<file path="src/rtl/fp_pkg.sv">
package fp_pkg;
  typedef enum logic [1:0] {
    PER_64HZ = 2'b00,
    PER_SEC  = 2'b01,
    PER_MIN  = 2'b10,
    PER_HOUR = 2'b11
  } period_e;

  localparam int unsigned NUM_PERIODS = 4;
endpackage

</file>
<file path="src/rtl/fp_tick_sel.sv">
module fp_tick_sel
  import fp_pkg::*;
(
  input  logic [NUM_PERIODS-1:0] tick_i,
  input  period_e                sel_i,
  input  logic                   mask_i,
  output logic                   fire_o
);
  logic [NUM_PERIODS-1:0] hit;

  for (genvar g = 0; g < NUM_PERIODS; g++) begin : g_hit
    assign hit[g] = tick_i[g] && (sel_i == period_e'(g));
  end

  assign fire_o = |hit && !mask_i;
endmodule

</file>
<file path="src/rtl/fp_width_cnt.sv">
module fp_width_cnt #(
  parameter int unsigned PULSE_TICKS = 8,
  localparam int unsigned CNT_W = $clog2(PULSE_TICKS + 1)
) (
  input  logic clk_i,
  input  logic rst_ni,
  input  logic load_i,
  input  logic kill_i,
  input  logic step_i,
  output logic done_o
);
  localparam logic [CNT_W-1:0] LOAD_VAL = CNT_W'(PULSE_TICKS);

  logic [CNT_W-1:0] cnt_q;

  assign done_o = step_i && !load_i && !kill_i && (cnt_q == CNT_W'(1));

  always_ff @(posedge clk_i or negedge rst_ni) begin
    if (!rst_ni)       cnt_q <= '0;
    else if (kill_i)   cnt_q <= '0;
    else if (load_i)   cnt_q <= LOAD_VAL;
    else if (step_i && cnt_q != '0) cnt_q <= cnt_q - CNT_W'(1);
  end

  a_r3_cnt_bound: assert property (@(posedge clk_i) disable iff (!rst_ni)
    cnt_q <= LOAD_VAL);

  a_r9_reload: assert property (@(posedge clk_i) disable iff (!rst_ni)
    load_i && !kill_i |=> cnt_q == LOAD_VAL);
endmodule

</file>
<file path="src/rtl/fp_out_ctl.sv">
module fp_out_ctl (
  input  logic clk_i,
  input  logic rst_ni,
  input  logic fire_i,
  input  logic mask_i,
  input  logic clr_i,
  input  logic expire_i,
  output logic active_o
);
  logic active_q;

  // priority: mask, trigger, software clear, pulse expiry
  always_ff @(posedge clk_i or negedge rst_ni) begin
    if (!rst_ni)       active_q <= 1'b0;
    else if (mask_i)   active_q <= 1'b0;
    else if (fire_i)   active_q <= 1'b1;
    else if (clr_i || expire_i) active_q <= 1'b0;
  end

  assign active_o = active_q;

  a_r7_mask_release: assert property (@(posedge clk_i) disable iff (!rst_ni)
    mask_i |=> !active_o);

  a_r2_set_needs_fire: assert property (@(posedge clk_i) disable iff (!rst_ni)
    !active_o && !fire_i |=> !active_o);

  a_r10_fire_wins: assert property (@(posedge clk_i) disable iff (!rst_ni)
    fire_i |=> active_o);
endmodule

</file>
<file path="src/rtl/fp_pulse_gen.sv">
module fp_pulse_gen
  import fp_pkg::*;
#(
  parameter int unsigned PULSE_TICKS = 8
) (
  input  logic       clk_i,
  input  logic       rst_ni,
  input  logic       tick_64hz_i,
  input  logic       tick_sec_i,
  input  logic       tick_min_i,
  input  logic       tick_hour_i,
  input  logic       tick_width_i,
  input  logic [1:0] period_sel_i,
  input  logic       irq_mode_i,
  input  logic       mask_i,
  input  logic       flag_wr_i,
  input  logic       flag_wdata_i,
  output logic       out_low_o,
  output logic       irq_flag_o
);
  logic fire, clr, expire, active, step;

  fp_tick_sel u_sel (
    .tick_i ({tick_hour_i, tick_min_i, tick_sec_i, tick_64hz_i}),
    .sel_i  (period_e'(period_sel_i)),
    .mask_i (mask_i),
    .fire_o (fire)
  );

  // only a written 0 clears; a written 1 is ignored
  assign clr  = flag_wr_i && !flag_wdata_i;
  assign step = tick_width_i && !irq_mode_i && active;

  fp_width_cnt #(.PULSE_TICKS(PULSE_TICKS)) u_cnt (
    .clk_i  (clk_i),
    .rst_ni (rst_ni),
    .load_i (fire),
    .kill_i (mask_i || (clr && !fire)),
    .step_i (step),
    .done_o (expire)
  );

  fp_out_ctl u_ctl (
    .clk_i    (clk_i),
    .rst_ni   (rst_ni),
    .fire_i   (fire),
    .mask_i   (mask_i),
    .clr_i    (clr),
    .expire_i (expire),
    .active_o (active)
  );

  assign out_low_o  = active;
  assign irq_flag_o = active;

  a_r4_irq_hold: assert property (@(posedge clk_i) disable iff (!rst_ni)
    out_low_o && irq_mode_i && !mask_i && !clr |=> out_low_o);

  a_r6_write_one_ignored: assert property (@(posedge clk_i) disable iff (!rst_ni)
    out_low_o && flag_wr_i && flag_wdata_i && irq_mode_i && !mask_i |=> out_low_o);

  a_r6_write_zero_clears: assert property (@(posedge clk_i) disable iff (!rst_ni)
    flag_wr_i && !flag_wdata_i && !fire |=> !out_low_o);
endmodule

</file>
<file path="config.mk">
export PLATFORM = sky130hd
export DESIGN_NAME = fp_pulse_gen
export DESIGN_NICKNAME = d
export VERILOG_FILES = /design/src/rtl/fp_pkg.sv /design/src/rtl/fp_tick_sel.sv /design/src/rtl/fp_width_cnt.sv /design/src/rtl/fp_out_ctl.sv /design/src/rtl/fp_pulse_gen.sv
export SDC_FILE = /design/constraint.sdc
export NUM_CORES = 1
export LEC_CHECK = 0
export ABC_AREA = 0
export BUFFER_PORTS_ARGS = -buffer_cell sky130_fd_sc_hd__buf_2
export CAP_MARGIN = 30
export CORE_AREA = 5 5 42 44
export DETAILED_ROUTE_END_ITERATION = 7
export DIE_AREA = 0 0 47 49
export GPL_ROUTABILITY_DRIVEN = 0
export GPL_TIMING_DRIVEN = 1
export PLACE_DENSITY = 0.63
export SYNTH_ARGS = -nofsm -noshare
export SYNTH_HDL_FRONTEND = slang
export SYNTH_HIERARCHICAL = 1
export SYNTH_SLANG_ARGS = --single-unit
</file>
<file path="constraint.sdc">
create_clock -name clk_i -period 1.7 [get_ports clk_i]
set_clock_uncertainty 0.2 [all_clocks]
set_input_delay 0.255 -clock clk_i [delete_from_list [all_inputs] [get_ports clk_i]]
set_output_delay 0.255 -clock clk_i [all_outputs]
set_load 0.05 [all_outputs]
</file>
== After elaboration in Yosys (flattened, before gate mapping) ==
Index checks and enable logic that the tools add are counted.
Word-level totals
  register bits after elaboration: 5
  input port bits: 13
  output and inout bits: 2
Cells by class
  add/subtract/negate cells: 1
  equality and inequality tests: 4
  muxes and demuxes: 6
  reductions and logical operators: 25
Operator list (count)
  $logic_and 1x1->1: 13
  $mux 4: 3
  $reduce_bool 3->1: 2
  $logic_not 1->1: 5
  $eq 2x2->1 const B: 2
  $eq 4x1->1 const B: 1
  $reduce_bool 4->1: 1
  $reduce_or 4->1: 1
  $sub 4x1->4 const B: 1
  $mux 1: 3
  $eq 2x1->1 const B: 1
  $logic_not 2->1: 1
  $logic_or 1x1->1: 2

== Depth between registers and ports, before layout ==
Gate-level depths: netlist of run 1.
  word-level depth: 14
  mapped depth: 8
  gate-level depth less buffers: 8

== Modules after synthesis ==
Netlist of run 1, hierarchy kept.
By module, submodules not included
  fp_width_cnt: times used 1, cells each 29, area each 277.8 um2
  fp_out_ctl: times used 1, cells each 4, area each 42.5 um2
  fp_pulse_gen: times used 1, cells each 5, area each 41.3 um2
  fp_tick_sel: times used 1, cells each 2, area each 36.3 um2

== Worst setup path after synthesis of run 1 ==
Ideal clock, no wire load.
  kind: input -> register
  from: input port period_sel_i[1]
  to: register u_ctl.active_q, in the netlist u_ctl/active_o
  arrival: 1.772 ns
  slack: -0.392 ns
  cell stages on the path: 8
  cells stage by stage: mux4_2 nor2b_4 inv_1 a21o_1 or4b_1 nor3_1 or3b_1 a21oi_1
Between the ends
  cells in the longest elaborated chain, start to end: 12
  elaborated cells between the ends (all ways): 21
Ends and longest elaborated chain
  start: declaration: RTL line fp_pulse_gen.sv:13  | input logic [1:0] period_sel_i,
  $eq 2x1->1, or another cell as far along: RTL line fp_tick_sel.sv:12  | assign hit[g] = tick_i[g] && (sel_i == period_e'(g));
  $logic_and 1x1->1: RTL line fp_tick_sel.sv:12
  $reduce_or 4->1 *: RTL line fp_tick_sel.sv:15  | assign fire_o = |hit && !mask_i;
  $logic_and 1x1->1 *: RTL line fp_tick_sel.sv:15
  net fire: RTL line fp_pulse_gen.sv:21  | logic fire, clr, expire, active, step;
  $logic_not 1->1 *: RTL line fp_width_cnt.sv:16, fp_pulse_gen.sv:38
  $logic_and 1x1->1: RTL line fp_pulse_gen.sv:38  | .kill_i (mask_i || (clr && !fire)),
  $logic_or 1x1->1: RTL line fp_pulse_gen.sv:38
  $logic_not 1->1: RTL line fp_width_cnt.sv:16  | assign done_o = step_i && !load_i && !kill_i && (cnt_q == CNT_W'(1));
  $logic_and 1x1->1 * (2 in series): RTL line fp_width_cnt.sv:16
  net expire: RTL line fp_pulse_gen.sv:21
  $logic_or 1x1->1 *: RTL line fp_out_ctl.sv:17  | else if (clr_i || expire_i) active_q <= 1'b0;
  $reduce_bool 3->1 (no line) *
  end signal: assignment: RTL line fp_out_ctl.sv:15  | else if (mask_i) active_q <= 1'b0;
  end signal: assignment: RTL line fp_out_ctl.sv:16  | else if (fire_i) active_q <= 1'b1;
  end signal: assignment: RTL line fp_out_ctl.sv:17
  end: declaration: RTL line fp_out_ctl.sv:10  | logic active_q;
Mark *: on every way through the listed nets, which the timed path passes. The rest lies on a longest branch.
A chain may end at the register's enable or synchronous reset.

== Worst setup path in the final report of run 1 ==
Ends and elaborated chain as after synthesis.

==> results of run 1 <==
worst min-delay path: stages:
cell and delay [ns]:
buf_2 0.11, buf_4 0.11, a21oi_1 0.03
state kept, by name, indices dropped and copies added, names as in the netlist:
signal / cells
u_cnt/cnt_q: 4
u_ctl/active_o: 1
routing by layer:
layer	up-vias	share of wire [%]	track usage (%)
met3	8	3.0	1.48
met1	195	34	9.84
li1	200	-	-
met5	-	0	0
met4	0	6.9	8.29
met2	12	56	15.2
worst paths after layout:
path / to / slack, ns / cells after the start
worst max-delay path: u_ctl/active_o / -0.20 / 9
worst min-delay path: u_ctl/active_o / 0.1 / 3
worst max register to register: u_cnt/cnt_q[3] / 0.04 / 3
worst min register to register: u_cnt/cnt_q[2] / 0.44 / 2
max in group asynchronous: u_cnt/cnt_q[3] / 1.02 / 2
min in group asynchronous: u_cnt/cnt_q[2] / 0.15 / 2
timing repair:
item	4_1_cts	5_1_grt
endpoints found under the hold margin	5	0
pin swaps	0	4
resized for setup	2	7
hold buffers	1	0
endpoints found under the setup margin	2	4
setup buffers	1	1
synthesized netlist by cell type, drive strengths merged:
| cell | instances |
|---|---|
| dfrtp | 5 |
| a21oi | 3 |
| a21o | 1 |
| or3b | 2 |
| nor3 | 1 |
| nor2b | 2 |
| nor2 | 3 |
| mux4 | 1 |
| ha | 3 |
| nand2 | 2 |
| o31a | 1 |
| or4b | 2 |
| and3b | 1 |
| o21ai | 1 |
| buf | 1 |
| a2111oi | 1 |
| a211oi | 2 |
| or3 | 1 |
| inv | 5 |
| nand3 | 1 |
| nor3b | 1 |
cells by family (layout without fill, tap and decap cells):
family	count (synthesis)	after routing	synth area share (%)
AND/OR/NAND/NOR	16	16	31.4
flip-flops	5	5	31.4
buffers and inverters	6	35	6.60
multiplexers	1	1	5.66
adder cells (fa/ha/maj)	3	3	9.43
AO/OA/AOI/OAI	9	9	15.4
metrics by stage:
stage | utilization [%] | hold slack (ns) | power [W]
floorplan | - | -0.241 | 0.000178
global placement | 39.1 | -0.122 | 0.000216
detailed placement | 39.1 | -0.121 | 0.000217
CTS | 43.0 | 0.0962 | 0.000367
global route | 45.4 | 0.108 | 0.000385
finish | 45.4 | 0.0996 | 0.000364
where the power goes:
group	internal, W	total, W	switching [W]
clock network	0.0000889	0.000140	0.0000515
registers	0.000124	0.000128	0.00000427
logic	0.0000499	0.0000956	0.0000457
cell type report:
cell class / count / area, um2 / share of cell area [%]
Tap cell: 16 / 20.0 / 3.15
Clock buffer: 4 / 26.3 / 4.13
Inverter: 5 / 18.8 / 2.95
Multi-Input combinational cell: 29 / 277 / 43.5
Timing Repair Buffer: 26 / 169 / 26.6
Sequential cell: 5 / 125 / 19.7
==> out/metrics.csv, run 1 <==
stage,metric,value,unit
run_status,status,"complete, but fails checks",
run_status,violations,setup timing,
synthesis,synth.top_cells.by_area,"dfrtp_1 (31%), ha_1 (9.4%), nor2b_4 (6.9%)",
clock_network,h-tree-depth,1,
route,antenna_left,0,
route,wl_per_cell,12.0,um
worst_setup_path,crit_start,period_sel_i[1],
finish,final_layout_size_suffix_gt1_share,58.0,%
worst_setup_path,cp.arrival,1.83,ns
sta,setup_viol,1,
route,vias,415,
place,placed_cell_area,548,um2
sta,setup_ws,-0.198,ns
floorplan,ios,15,
power_and_ir_drop,vdd_drop_max,0.284,mV
synthesis,synth_cells,40,
finish,num_antenna_cells,0,
clock_network,cts_buffers,3,
synthesis,ys_warn_count,6,
synthesis,syn_area_per_cell,9.95,um2
worst_hold_path,min-delay-start,mask_i,
synthesis,yosysTopAreaCell,dfrtp_1,
route,dr.pass1.iters,4,
finish,syn_to_final_growth,59.7,%
worst_setup_path,end_kind,flop,
finish,fin_cells,85,
worst_setup_path,path_class,in -> reg,
sta,hold_viol,0,
run,max_cap_violations,0,
synthesis,synth_cell_type_count,22,
grt,grt_max_degree,7,
floorplan,die_x,47,um
floorplan,die_y,49,um
sta,period_needed,1.90,ns
route,totalWireLength,1020,um
clock_network,clk_path_buf_depth,2,
sta,timing.fmax,0.527,GHz
place,pre_cts_ws,-0.488,ns
worst_setup_path,reg2reg_from,u_cnt/cnt_q[1],
worst_setup_path,slowest_delay,0.53,ns
synthesis,ys_ff_latch,5,
clock_network,root_buffer,clkbuf_4,
worst_setup_path,crit_fanout,4,
grt,grt_overflow,0,
floorplan,die-area,2300,um2
sta,tightest_slew,0.271,ns
worst_hold_path,hold_path.class,in -> reg,
finish,final_area,636,um2
sta,post-route-period-util,112,%
sta,fin_setup_tns,-0.198,ns
floorplan,rows,14,
place,place_inst,78,
synthesis,yosysSeqAreaShare,31.4,%
grt,grtUsageTotal,9.42,%
sta,slew_violations,0,
finish,fillers,142,
finish,final_common_cell,buf_2,
worst_setup_path,crit_path_top_delay_cell,or4b_1,
synthesis,synth_top_area_share,31.4,%
floorplan,initial_core_util,28.4,%
power_and_ir_drop,power_leakage,0.301,nW
synthesis,syn_area,398,um2
grt,antenna_found_initial,0,
grt,grt_pass1_vias,393,
place,portBuffers,14,
clock_network,clkLatencyLatePin,0.24,ns
worst_setup_path,required,1.63,ns
worst_setup_path,crit_chain,buf_6 -> mux4_2 -> nor2b_4 -> inv_1 -> a21o_1 -> or4b_1 -> nor3_2 -> or3b_1 -> a21oi_1,
clock_network,cts_num_sinks,5,
worst_setup_path,timing.critical_path.from_type,input pin,
finish,layout_common_cells,"buf_2 (13), buf_4 (11), dfrtp_1 (5)",
clock_network,cts_tree,done,
route,drt_iter0_markers,2,
power_and_ir_drop,power.density,572,nW/um2
route,via_per_inst,4.88,
finish,num-nets-final,86,
synthesis,syn-num-nets,56,
floorplan,coreArea,1400,um2
route,drc,0,
grt,grt_pass1_wl,1570,um
sta,rsz0062_at_grt,yes,
worst_setup_path,cp_top_family,simple AND/OR/NAND/NOR gates,
clock_network,clk_pin_slew,0.05,ns
sta,maxSlewHeadroom,81.9,%
worst_setup_path,cp_num_buf_inv,2,
Power figures use the tool's default switching activity.
==> run 2: changes to the inputs <==
clock period = 2.3 ns   (was 1.7 ns; I/O delays follow)
==> run 2 against run 1 <==
  * The run now ends clean
  * Non-clock buffer count down 9
  * Clock power down 32%
  * Sequential power down 26%
  * Die area unchanged
  * Combinational power down 39%
  * Sequential cell count unchanged
==> out/metrics.csv, run 2 (synthesis gave the netlist of run 1 again) <==
stage,metric,value,unit,change
route,dr.pass1.iters,3,,-1
worst_setup_path,slowest_delay,0.51,ns,-0.02 ns
worst_setup_path,timing.critical_path.from_type,input pin,,
sta,hold_viol,0,,unchanged
sta,timing.fmax,0.491,GHz,
power_and_ir_drop,power.share.sequential,38.2,%,+3.1 points
sta,period_needed,2.04,ns,
sta,slew_violations,0,,unchanged
clock_network,cts_tree,done,,
finish,fin_cells,76,,-11%
grt,grt_pass1_vias,370,,-5.9%
sta,fin_setup_tns,0,ns,+0.198 ns
sta,setup_viol,0,,-1
worst_setup_path,crit_chain,buf_2 -> mux4_2 -> nor2b_4 -> inv_1 -> a21o_1 -> or4b_1 -> nor3_1 -> or3b_1 -> a21oi_1,,
clock_network,cts_buffers,3,,unchanged
place,placed_cell_area,495,um2,-9.6%
worst_hold_path,min_to,u_ctl/active_o,,
power_and_ir_drop,switching_share,25.6,%,-2.3 points
worst_setup_path,crit_fanout,3,,-1
run,max_cap_violations,0,,unchanged
clock_network,clkLatencyLatePin,0.23,ns,about the same
worst_setup_path,cp.arrival,1.95,ns,+0.12 ns
floorplan,initial_core_util,28.4,%,unchanged
place,place_inst,71,,-9.0%
grt,grt.busiest_layer,met2,,
route,antenna_left,0,,unchanged
floorplan,die_x,47,um,unchanged
finish,regMostFlops,u_cnt/cnt_q,,
finish,final_area,532,um2,-16%
grt,grtUsageTotal,8.29,%,-1.1 points
clock_network,clk_path_buf_depth,2,,unchanged
grt,antenna_found_initial,0,,unchanged
route,drc,0,,unchanged
power_and_ir_drop,power_leakage,0.250,nW,-17%
worst_setup_path,required,2.21,ns,+0.58 ns
place,dp_hpwl,671,um,
finish,largest_reg_flops,4,,unchanged
clock_network,clk_pin_slew,0.04,ns,about the same
place,pre_cts_ws,0.0130,ns,+0.501 ns
clock_network,h-tree-depth,1,,unchanged
finish,syn_to_final_growth,33.6,%,
run_status,status,completed,,
worst_setup_path,path_class,in -> reg,,
grt,grt_max_degree,7,,unchanged
worst_setup_path,rr_worst_depth,5,,+2
power_and_ir_drop,p_int,0.000185,W,-30%
grt,grtUsageMet2,13.1,%,-2.0 points
place,portBuffers,14,,unchanged
worst_setup_path,reg2reg_from,u_cnt/cnt_q[0],,
worst_hold_path,min-delay-start,mask_i,,
route,totalWireLength,778,um,-24%
floorplan,die-area,2300,um2,unchanged
power_and_ir_drop,total_power,0.000248,W,-32%
worst_setup_path,r2r_slack,0.58,ns,+0.54 ns
worst_setup_path,crit_path_top_delay_cell,or4b_1,,
power_and_ir_drop,switching_power,0.0000634,W,-37%
floorplan,ios,15,,unchanged
floorplan,coreArea,1400,um2,unchanged
route,via_per_inst,4.75,,-2.7%
finish,final_common_cell,buf_2,,
sta,post-route-period-util,88.6,%,
worst_setup_path,end_kind,flop,,
finish,num-nets-final,77,,-10%
clock_network,root_buffer,clkbuf_4,,
sta,rsz0062_at_grt,no,,
floorplan,rows,14,,unchanged
worst_hold_path,hold_path.class,in -> reg,,
route,vias,361,,-13%
power_and_ir_drop,clkPwrFrac,38.4,%,-0.2 points
finish,final_layout_size_suffix_gt1_share,40.0,%,-18 points
sta,maxSlewHeadroom,79.2,%,-2.8 points
route,drt_iter0_markers,2,,unchanged
grt,grt_overflow,0,,unchanged
worst_hold_path,hold_depth,2,,-1
sta,tightest_slew,0.312,ns,+0.0410 ns
route,wl_per_cell,10.2,um,-15%
power_and_ir_drop,p_comb_share,23.3,%,-3.0 points
power_and_ir_drop,vdd_drop_max,0.308,mV,+8.5%
grt,grt.met3_usage,1.48,%,unchanged
finish,layout_common_cells,"buf_2 (14), inv_1 (5), dfrtp_1 (5)",,
power_and_ir_drop,power.density,467,nW/um2,-18%
sta,setup_ws,0.262,ns,+0.459 ns
grt,grt_pass1_wl,1370,um,-13%
finish,num_antenna_cells,0,,unchanged
floorplan,die_y,49,um,unchanged
clock_network,cts_num_sinks,5,,unchanged
grt,grtUsageMet1,8.72,%,-1.1 points
worst_setup_path,reg2reg_to,u_cnt/cnt_q[2],,
run 2: repair_timing:
| action | in CTS | in global routing |
|---|---|---|
| buffers inserted | 0 | 0 |
| endpoints found under the hold margin | 5 | 0 |
| hold buffers | 1 | 0 |
| gates resized for setup | 0 | 0 |
run 2: critical path: cells and delay by family:
family                 cells  cell delay [ns]
AND/OR/NAND/NOR            4             0.91
multiplexers               1             0.32
AO/OA/AOI/OAI              2             0.22
buffers and inverters      2             0.14
run 2: area by class of cell:
| type | count | area [um2] |
|---|---|---|
| inverters | 5 | 18.8 |
| repair buffers | 17 | 95.1 |
| fillers | 147 | 870 |
| flip-flops and latches | 5 | 125 |
| well taps | 16 | 20.0 |
| multi-input cells | 29 | 246 |
| clock buffers | 4 | 26.3 |
run 2: power by group through the flow:
stage                clock, W  combinational, W  sequential [W]
floorplan                   0         0.0000312        0.000100
global placement            0         0.0000570       0.0000962
detailed placement          0         0.0000570       0.0000962
CTS                  0.000100         0.0000584       0.0000949
global route         0.000114         0.0000632       0.0000955
finish              0.0000954         0.0000580       0.0000949
run 2: worst max path at each step:
stage                                from             end  slack (ns)
after floorplan           period_sel_i[1]  u_ctl/active_o        0.12
after global placement    period_sel_i[1]  u_ctl/active_o        0.02
after detailed placement  period_sel_i[1]  u_ctl/active_o        0.01
after CTS                 period_sel_i[1]  u_ctl/active_o        0.24
after global routing      period_sel_i[1]  u_ctl/active_o        0.18
final                     period_sel_i[1]  u_ctl/active_o        0.26
run 2: layer usage:
| metal | part of all wire, % | up-vias | wire [um] |
|---|---|---|---|
| met5 | 0 | - | 0 |
| met4 | 0 | 0 | 0 |
| met2 | 57 | 3 | 441 |
| li1 | - | 183 | - |
| met1 | 41 | 175 | 318 |
| met3 | 2.3 | 0 | 18 |
run 2: per-stage QoR:
stage | hold WS, ns | utilization (%)
2_1_floorplan | -0.151 | -
3_3_place_gp | -0.0409 | 35.4
3_5_place_dp | -0.0411 | 35.4
4_1_cts | 0.137 | 37.9
5_1_grt | 0.126 | 37.9
6_report | 0.141 | 37.9
==> run 3: changes to the inputs <==
CORE_AREA = 8 8 45 47   (was 5 5 42 44)
DIE_AREA = 0 0 53 55   (was 0 0 47 49)
==> run 3 against run 2 <==
  * Critical path depth stayed put
  * Cell count stayed put
  * Total power is 4.6% higher
  * Setup slack better by 0.019 ns
  * Largest cell class unchanged
  * Largest power group unchanged
  * Register-to-register slack worse by 0.03 ns
  * Worst hold slack worse by 0.034 ns
  * Routed wire length is 22% higher
  * Clock power is 11% higher
  * Sequential power hardly changed
  * Maximum frequency is 0.96% higher
  * Via count is 4.2% higher
  * Sequential share of layout area stayed put
==> out/metrics.csv, run 3 (synthesis gave the netlist of run 1 again) <==
stage,metric,value,unit,change
floorplan,die_y,55,um,+12%
power_and_ir_drop,switching_power,0.0000744,W,+17%
worst_setup_path,crit_start,period_sel_i[1],,
finish,layout_common_cells,"buf_2 (14), inv_1 (5), dfrtp_1 (5)",,
power_and_ir_drop,power.density,488,nW/um2,+4.6%
power_and_ir_drop,p_int,0.000185,W,+0.26%
grt,grt.busiest_layer,met2,,
place,portBuffers,14,,unchanged
route,drt_iter0_markers,10,,+8
clock_network,cts_setup_buffers,0,,unchanged
floorplan,die_x,53,um,+13%
grt,grtUsageMet2,10.7,%,-2.4 points
power_and_ir_drop,power.share.sequential,36.7,%,-1.5 points
finish,final_util,38.4,%,+0.48 points
power_and_ir_drop,p_comb_share,22.7,%,-0.6 points
worst_setup_path,path_class,in -> reg,,
grt,grt_pass1_wl,1480,um,+8.6%
floorplan,die-area,2920,um2,+27%
grt,grtUsageTotal,7.03,%,-1.3 points
route,dr.pass1.iters,5,,+2
finish,multiInputGateArea,246,um2,unchanged
sta,maxSlewHeadroom,79.1,%,about the same
worst_setup_path,crit_fanout,4,,+1
clock_network,cts_tree,done,,
sta,timing.fmax,0.495,GHz,+0.96%
clock_network,clkLatencyLatePin,0.25,ns,+0.02 ns
sta,tightest_slew,0.313,ns,+0.000948 ns
run_status,status,completed,,
worst_setup_path,required,2.24,ns,+0.03 ns
route,antenna_left,0,,unchanged
grt,grt_max_degree,7,,unchanged
route,totalWireLength,953,um,+22%
finish,final-seq-area,125,um2,unchanged
route,via_per_inst,4.95,,+4.2%
sta,slew_violations,0,,unchanged
route,drc,0,,unchanged
grt,grtUsageMet1,7.56,%,-1.2 points
worst_setup_path,r2r_slack,0.55,ns,-0.03 ns
place,dp_hpwl,770,um,+15%
clock_network,clk_path_buf_depth,2,,unchanged
place,pre_cts_ws,0.0217,ns,+0.00868 ns
worst_setup_path,timing.critical_path.from_type,input pin,,
power_and_ir_drop,clkPwrFrac,40.7,%,+2.3 points
power_and_ir_drop,vdd_drop_max,0.317,mV,+2.9%
clock_network,cts_num_sinks,5,,unchanged
sta,setup_viol,0,,unchanged
finish,final_area,532,um2,unchanged
sta,rsz0062_at_grt,no,,
worst_hold_path,hold_path.class,in -> reg,,
sta,hold_viol,0,,unchanged
power_and_ir_drop,power_leakage,0.250,nW,unchanged
finish,num-nets-final,77,,unchanged
floorplan,initial_core_util,28.8,%,+0.36 points
grt,grt_overflow,0,,unchanged
run,max_cap_violations,0,,unchanged
route,wl_per_cell,12.5,um,+22%
finish,final_layout_size_suffix_gt1_share,40.0,%,unchanged
finish,fillers,140,,-4.8%
floorplan,ios,15,,unchanged
sta,post-route-period-util,87.8,%,-0.84 points
power_and_ir_drop,total_power,0.000260,W,+4.6%
clock_network,h-tree-depth,1,,unchanged
floorplan,coreArea,1380,um2,-1.2%
power_and_ir_drop,switching_share,28.7,%,+3.1 points
finish,syn_to_final_growth,33.6,%,unchanged
finish,largest_reg_flops,4,,unchanged
place,placed_cell_area,495,um2,unchanged
finish,regMostFlops,u_cnt/cnt_q,,
route,vias,376,,+4.2%
grt,grt_pass1_vias,360,,-2.7%
clock_network,cts_buffers,3,,unchanged
finish,num_antenna_cells,0,,unchanged
worst_hold_path,min-delay-start,mask_i,,
clock_network,clk_pin_slew,0.05,ns,about the same
finish,final_common_cell,buf_2,,
sta,setup_ws,0.281,ns,+0.0194 ns
floorplan,rows,14,,unchanged
grt,grt.met3_usage,3.21,%,+1.7 points
worst_setup_path,cp.arrival,1.96,ns,about the same
clock_network,root_buffer,clkbuf_4,,
worst_setup_path,end_kind,flop,,
worst_setup_path,reg2reg_from,u_ctl/active_o,,
sta,fin_setup_tns,0,ns,unchanged
sta,period_needed,2.02,ns,-0.0194 ns
grt,antenna_found_initial,0,,unchanged
## run 3: path summary, 6_finish.rpt
path / end / cells after the start
min in group asynchronous: u_cnt/cnt_q[2] / 2
max in group asynchronous: u_cnt/cnt_q[1] / 2
worst min-delay path: u_ctl/active_o / 2
worst max-delay path: u_ctl/active_o / 9
worst max register to register: u_cnt/cnt_q[3] / 3
worst min register to register: u_cnt/cnt_q[0] / 2
## run 3: per-layer routing
metal	routed length [um]	part of all wire, %	up-vias
li1	-	-	186
met1	392	41	182
met2	521	55	8
met3	40	4.2	0
met4	0	0	0
met5	0	0	-
## run 3: what timing repair did
| item | CTS | global route |
|---|---|---|
| endpoints found under the hold margin | 5 | 0 |
| resized for setup | 0 | 0 |
| hold buffers | 1 | 0 |
## run 3: critical path, stage by stage
cell and delay (ns):
buf_2 0.10, mux4_2 0.32, nor2b_4 0.16, inv_1 0.05, a21o_1 0.15, or4b_1 0.51
nor3_1 0.13, or3b_1 0.13, a21oi_1 0.06
## run 3: layout make-up
class | count | area share (%)
sequential | 5 | 23.5
clock buffer | 4 | 4.94
timing repair buffer | 17 | 17.9
inverter | 5 | 3.53
multi-input combinational | 29 | 46.4
tap | 16 | 3.76
## run 3: power groups by stage
stage               logic [W]  registers (W)  clock network, W
global route        0.0000638      0.0000957          0.000116
finish              0.0000589      0.0000952          0.000106
CTS                 0.0000591      0.0000953          0.000110
detailed placement  0.0000575      0.0000966                 0
floorplan           0.0000312       0.000100                 0
global placement    0.0000574      0.0000964                 0
## run 3: metrics by stage
step	hold slack, ns	std cells
after floorplan	-0.151	40
after global placement	-0.0331	71
after detailed placement	-0.0295	71
after CTS	0.0985	76
after global routing	0.0990	76
final	0.107	76
